--- src/rtl/boot_remap_pkg.sv ---
package boot_remap_pkg;
  localparam int ADDR_W     = 36;
  localparam int PAGE_OFF_W = 12;
  localparam int WIN_OFF_W  = 20;
  localparam int ROM_OFF_W  = 23;
  localparam int TGT_W      = 4;
  localparam int DATA_W     = 32;
  localparam int REG_AW     = 8;

  localparam int PN_W   = ADDR_W - PAGE_OFF_W;
  localparam int WB_W   = ADDR_W - WIN_OFF_W;
  localparam int ROM_PW = ADDR_W - ROM_OFF_W;

  localparam logic [REG_AW-1:0] XLATE_OFS = REG_AW'(8'h20);
  localparam logic [REG_AW-1:0] WIN_OFS   = REG_AW'(8'h24);

  localparam logic [PN_W-1:0]   RST_PN   = PN_W'(32'h000F_FFFF);
  localparam logic [ROM_PW-1:0] ROM_PFX  = ROM_PW'(32'h0000_01FF);
  localparam logic [TGT_W-1:0]  TGT_LBUS = TGT_W'(4'b0100);

  localparam int EN_BIT = DATA_W - 1;
  localparam logic [DATA_W-1:0] XLATE_MASK =
    (DATA_W'(1) << EN_BIT) | ((DATA_W'(1) << PN_W) - DATA_W'(1));
  localparam logic [DATA_W-1:0] WIN_MASK =
    (DATA_W'(1) << EN_BIT) | ((DATA_W'(1) << (WB_W + TGT_W)) - DATA_W'(1));

  typedef struct packed {
    logic              xlateEn;
    logic [PN_W-1:0]   bootPage;
    logic              winEn;
    logic [WB_W-1:0]   winBase;
    logic [TGT_W-1:0]  winTgt;
  } remapCfg_t;
endpackage

--- src/rtl/remap_regs.sv ---
module remap_regs
  import boot_remap_pkg::*;
(
  input  logic              clk,
  input  logic              rstN,
  input  logic [REG_AW-1:0] regAddr,
  input  logic              regWrEn,
  input  logic [DATA_W-1:0] regWrData,
  output logic [DATA_W-1:0] regRdData,
  output remapCfg_t         cfg
);
  logic [DATA_W-1:0] xlateImg;
  logic [DATA_W-1:0] winImg;

  always_ff @(posedge clk) begin
    if (!rstN) begin
      xlateImg <= '0;
      winImg   <= '0;
    end else if (regWrEn) begin
      if (regAddr == XLATE_OFS) xlateImg <= regWrData & XLATE_MASK;
      if (regAddr == WIN_OFS)   winImg   <= regWrData & WIN_MASK;
    end
  end

  always_comb begin
    regRdData = '0;
    if (regAddr == XLATE_OFS) regRdData = xlateImg;
    else if (regAddr == WIN_OFS) regRdData = winImg;
  end

  always_comb begin
    cfg.xlateEn  = xlateImg[EN_BIT];
    cfg.bootPage = xlateImg[PN_W-1:0];
    cfg.winEn    = winImg[EN_BIT];
    cfg.winTgt   = winImg[WB_W+TGT_W-1:WB_W];
    cfg.winBase  = winImg[WB_W-1:0];
  end


  xlate_rsvd_chk: assert property (@(posedge clk) disable iff (!rstN)
    (regAddr == XLATE_OFS) |-> ((regRdData & ~XLATE_MASK) == '0));


  win_rsvd_chk: assert property (@(posedge clk) disable iff (!rstN)
    (regAddr == WIN_OFS) |-> ((regRdData & ~WIN_MASK) == '0));


  other_ofs_chk: assert property (@(posedge clk) disable iff (!rstN)
    (regAddr != XLATE_OFS && regAddr != WIN_OFS) |-> (regRdData == '0));
endmodule

--- src/rtl/remap_path.sv ---
module remap_path
  import boot_remap_pkg::*;
(
  input  logic              clk,
  input  logic              rstN,
  input  remapCfg_t         cfg,
  input  logic              reqValid,
  input  logic [ADDR_W-1:0] reqAddr,
  output logic              validOut,
  output logic [ADDR_W-1:0] addrOut,
  output logic [TGT_W-1:0]  tgtOut,
  output logic              missOut
);
  logic              inPage;
  logic [ADDR_W-1:0] xAddr;
  logic              winHit;
  logic              inRom;
  logic [TGT_W-1:0]  tgtNext;
  logic              missNext;

  always_comb begin
    inPage = (reqAddr[ADDR_W-1:PAGE_OFF_W] == RST_PN);
    xAddr  = (cfg.xlateEn && inPage) ?
             {cfg.bootPage, reqAddr[PAGE_OFF_W-1:0]} : reqAddr;
    winHit = cfg.winEn && (xAddr[ADDR_W-1:WIN_OFF_W] == cfg.winBase);
    inRom  = (xAddr[ADDR_W-1:ROM_OFF_W] == ROM_PFX);
    if (winHit) begin
      tgtNext  = cfg.winTgt;
      missNext = 1'b0;
    end else begin
      tgtNext  = TGT_LBUS;
      missNext = !inRom;
    end
  end

  always_ff @(posedge clk) begin
    if (!rstN) begin
      validOut <= 1'b0;
      addrOut  <= '0;
      tgtOut   <= TGT_LBUS;
      missOut  <= 1'b0;
    end else begin
      validOut <= reqValid;
      if (reqValid) begin
        addrOut <= xAddr;
        tgtOut  <= tgtNext;
        missOut <= missNext;
      end
    end
  end


  valid_follow_chk: assert property (@(posedge clk) disable iff (!rstN)
    reqValid |=> validOut);


  valid_idle_chk: assert property (@(posedge clk) disable iff (!rstN)
    !reqValid |=> !validOut);


  hold_idle_chk: assert property (@(posedge clk) disable iff (!rstN)
    !reqValid |=> ($stable(addrOut) && $stable(tgtOut) && $stable(missOut)));


  pass_off_chk: assert property (@(posedge clk) disable iff (!rstN)
    (reqValid && !cfg.xlateEn) |=> (addrOut == $past(reqAddr)));


  pass_outside_chk: assert property (@(posedge clk) disable iff (!rstN)
    (reqValid && reqAddr[ADDR_W-1:PAGE_OFF_W] != RST_PN) |=>
    (addrOut == $past(reqAddr)));


  miss_lbus_chk: assert property (@(posedge clk) disable iff (!rstN)
    missOut |-> (tgtOut == TGT_LBUS));
endmodule

--- src/rtl/boot_page_remap.sv ---
module boot_page_remap
  import boot_remap_pkg::*;
(
  input  logic              clk,
  input  logic              rstN,
  input  logic [REG_AW-1:0] regAddr,
  input  logic              regWrEn,
  input  logic [DATA_W-1:0] regWrData,
  output logic [DATA_W-1:0] regRdData,
  input  logic              reqValid,
  input  logic [ADDR_W-1:0] reqAddr,
  output logic              validOut,
  output logic [ADDR_W-1:0] addrOut,
  output logic [TGT_W-1:0]  tgtOut,
  output logic              missOut
);
  remapCfg_t cfg;

  remap_regs u_regs (
    .clk(clk), .rstN(rstN), .regAddr(regAddr), .regWrEn(regWrEn),
    .regWrData(regWrData), .regRdData(regRdData), .cfg(cfg)
  );

  remap_path u_path (
    .clk(clk), .rstN(rstN), .cfg(cfg), .reqValid(reqValid),
    .reqAddr(reqAddr), .validOut(validOut), .addrOut(addrOut),
    .tgtOut(tgtOut), .missOut(missOut)
  );
endmodule

--- config.mk ---
export PLATFORM = sky130hd
export DESIGN_NAME = boot_page_remap
export DESIGN_NICKNAME = d
export VERILOG_FILES = /design/src/rtl/boot_remap_pkg.sv /design/src/rtl/remap_regs.sv /design/src/rtl/remap_path.sv /design/src/rtl/boot_page_remap.sv
export SDC_FILE = /design/constraint.sdc
export NUM_CORES = 1
export LEC_CHECK = 0
export BUFFER_PORTS_ARGS = -buffer_cell sky130_fd_sc_hd__buf_4
export CORE_ASPECT_RATIO = 0.7
export CORE_MARGIN = 2
export CORE_UTILIZATION = 38
export CTS_BUF_LIST = sky130_fd_sc_hd__clkbuf_4
export CTS_CLUSTER_DIAMETER = 200
export DETAILED_ROUTE_END_ITERATION = 8
export PLACE_DENSITY_LB_ADDON = 0.3
export SYNTH_ARGS = -nofsm -noshare
export SYNTH_HDL_FRONTEND = slang
export SYNTH_SLANG_ARGS = --single-unit
--- constraint.sdc ---
create_clock -name clk -period 4.3 [get_ports clk]
set_input_delay 0.215 -clock clk [delete_from_list [all_inputs] [get_ports clk]]
set_output_delay 0.215 -clock clk [all_outputs]
set_load 0.01 [all_outputs]
==> metrics <==
synthesized area per cell=between 7 and 8 µm²; LEAKAGE=2.29 nW; critical path's top delay family=simple AND/OR/NAND/NOR gates; Slew HR=around 34%; Syn-to-layout area delta=31.4%; pin count of the biggest net entering global routing=77; CP Launch Type=register; dominant cells by area after synthesis=dfxtp_1 40%, nand2_1 11%, a21boi_0 9.3%; measured slew at the worst slew-check pin=991 ps; Required @ worst endpoint=4630 ps; antenna violations before repair=0; flops & latches, synth=88; core footprint=11200 µm²; count of pins over their slew limit=0; # DRC=0; largest family of logic cells by synthesized area=simple AND/OR/NAND/NOR gates; die area=approximately 13000 µm²; final hold slack=30.2 ps; detailed-route via count=4402; switch share=approximately a quarter; vias in the first global route=4179; Slowest cell on crit path=nor4_1; Gate power share=13.5%; share of synthesized area spent on multiplexers=7.45%; postcts setup bufs=0; GRT overflow=0; switching power=0.389 mW; register area share after synthesis=39.8%; number of synthesized flops with an enable pin=0; Post-synth ARST share=0%; HPWL Detailed=11000 µm; min Tclk post-route=2920 ps; clock-pin transition on the worst setup and hold timing paths=140 ps; P_int=1.19 mW; I/O pins=around 150; design area=5820 µm²; CTS tree=built; Hold WC Path Type=input port to register; Layout Utilization=52.1%; Synth top area share=39.8%; status=complete, no violations; CP max FO=5; Main synth FF type=dfxtp_1; clk root buf=clkbuf_4; GPL Wtd Cong=0.914; gr usage total=22.9%; Vias/cell=5.19; Synth Instances=about 560; worst path cell trace=nand4_1, nor4_1, nand2_1, a2111oi_0, o211a_1, nand3_2, a2bb2oi_1; period utilization=67.8%; Peak Freq=~340 MHz; Ys Warns=0; Final setup violation count=0; die span in y=94.4 µm; Total Nets Final=just under 800; antenna-violating nets left=0; htree depth=3; CTS sink count=88; layout cells sized above 1=22.9%; RSZ-0062 raised after global routing=no; length of the first detailed-routing pass in iterations=4; register share of total power=53.7%; global-route wire length before repair=22100 µm; # diodes=0; Synth Area in Compound Gates=21.4%; Post-CTS Resized=0; Final Hold Vio Count=0; Power Density=~270 nW/µm²; Skew-Pair Late Insertion Delay=440 ps; clock buffer depth=2; critical path arrival=3250 ps; cts-stage hold buffer count=14; Setup Skew=around 12 ps; Yosys top cell by area=dfxtp_1; number of I/O port buffers=139; initial core utilization=39.7%; placed cell areas=~5500 µm²; VDD IR-drop max=0.157 mV; Chip Width=around 130 µm; Final Routed Wirelength=14400 µm; Worst Path Buf+Inv=0; routed len/inst=17.0 µm; Inserted Clock Buffers=9; Setup CP Type=register to register; synthesized area=4430 µm²; DR iter-0 viols=249; unique cell type count in the Yosys netlist=50; Critical Path Max Stage Delay=770 ps; Crit. End Element=register; clock share of power=32.8%; FP Rows=32; Synth Area in XOR/XNOR=0%; Post-Synth Adder-Cell Area=0%; Synth Area in Simple Gates=about a quarter; setup_tns=0 ps; max-cap viol count=0
[tightest hold or removal path, stage by stage]
cell	delay, ps
buf_4	120
nand2_1	50
a21boi_0	60
[metrics by stage]
stage | worst slack (ps) | total power, mW | std cells
final | 1380 | 1.58 | 848
after global routing | 1300 | 1.64 | 848
after CTS | 1420 | 1.60 | 848
after detailed placement | 1420 | 1.07 | 818
after global placement | 1570 | 1.07 | 818
after floorplan | 2210 | 0.962 | 564
[sequential cells by signal, indices dropped and copies added (netlist names)]
register / count
u_path.missOut: 1
u_regs.xlateImg: 25
u_path.tgtOut: 4
u_regs.winImg: 21
u_path.addrOut: 36
u_path.validOut: 1
[cells in the mapped netlist (all sizes together), types with 10 or more instances]
master,n
a21oi,11
a21boi,55
nor2b,25
dfxtp,88
o21ai,16
inv,24
o211ai,12
nor2,32
o22ai,10
nand2b,10
mux2i,33
nand2,131
clkbuf,31
[power by group through the flow]
stage,combinational (mW),sequential (mW),clock (mW)
2_1_floorplan,0.0858,0.876,0
3_3_place_gp,0.200,0.867,0
3_5_place_dp,0.203,0.868,0
4_1_cts,0.214,0.850,0.532
5_1_grt,0.231,0.853,0.557
6_report,0.213,0.849,0.518
[cells in the final DEF (no fill, tap or decap), types with 11 or more instances in the layout]
cell type and count:
o21ai_0 13, dfxtp_1 88, dlygate4sd3_1 14, buf_4 140
nor2b_1 25, mux2i_1 33, nor2_1 32, a21boi_0 55
nand2_1 131, inv_1 24, o211ai_1 12, a21oi_1 11
[worst paths after layout]
path / startpoint / end / slack (ps) / depth (start not counted)
setup / recovery: u_regs.xlateImg[31]$_SDFFE_PN0P_ / u_path.tgtOut[2]$_SDFFE_PN1P_ / 1380 / 7
hold / removal: regWrData[6] / u_regs.winImg[6]$_SDFFE_PN0P_ / 30 / 3
setup reg to reg: u_regs.xlateImg[31]$_SDFFE_PN0P_ / u_path.tgtOut[2]$_SDFFE_PN1P_ / 1380 / 7
hold reg to reg: u_path.tgtOut[2]$_SDFFE_PN1P_ / u_path.tgtOut[2]$_SDFFE_PN1P_ / 470 / 2
[area by class of cell]
cell class | count | area [µm²]
tap | 153 | 191
sequential | 88 | 1760
fill | 1069 | 5350
timing repair buffer | 154 | 1190
inverter | 25 | 93.8
clock inverter | 6 | 83.8
multi-input combinational | 412 | 2430
clock buffer | 10 | 75.1
[layer usage]
metal | vias up | global-route usage, % | routed length, µm
li1 | 2172 | - | -
met1 | 2029 | 33.3 | 7050
met2 | 187 | 34.4 | 6150
met3 | 14 | 5.15 | 1060
met4 | 0 | 5.38 | 127
met5 | - | 0 | 0
[logic make-up after synthesis]
| logic type | count (synthesis) |
|---|---|
| AO/OA/AOI/OAI | 131 |
| flip-flops | 88 |
| other | 1 |
| AND/OR/NAND/NOR | 241 |
| buffers and inverters | 64 |
| multiplexers | 33 |
(Power assumes the default switching activity.)
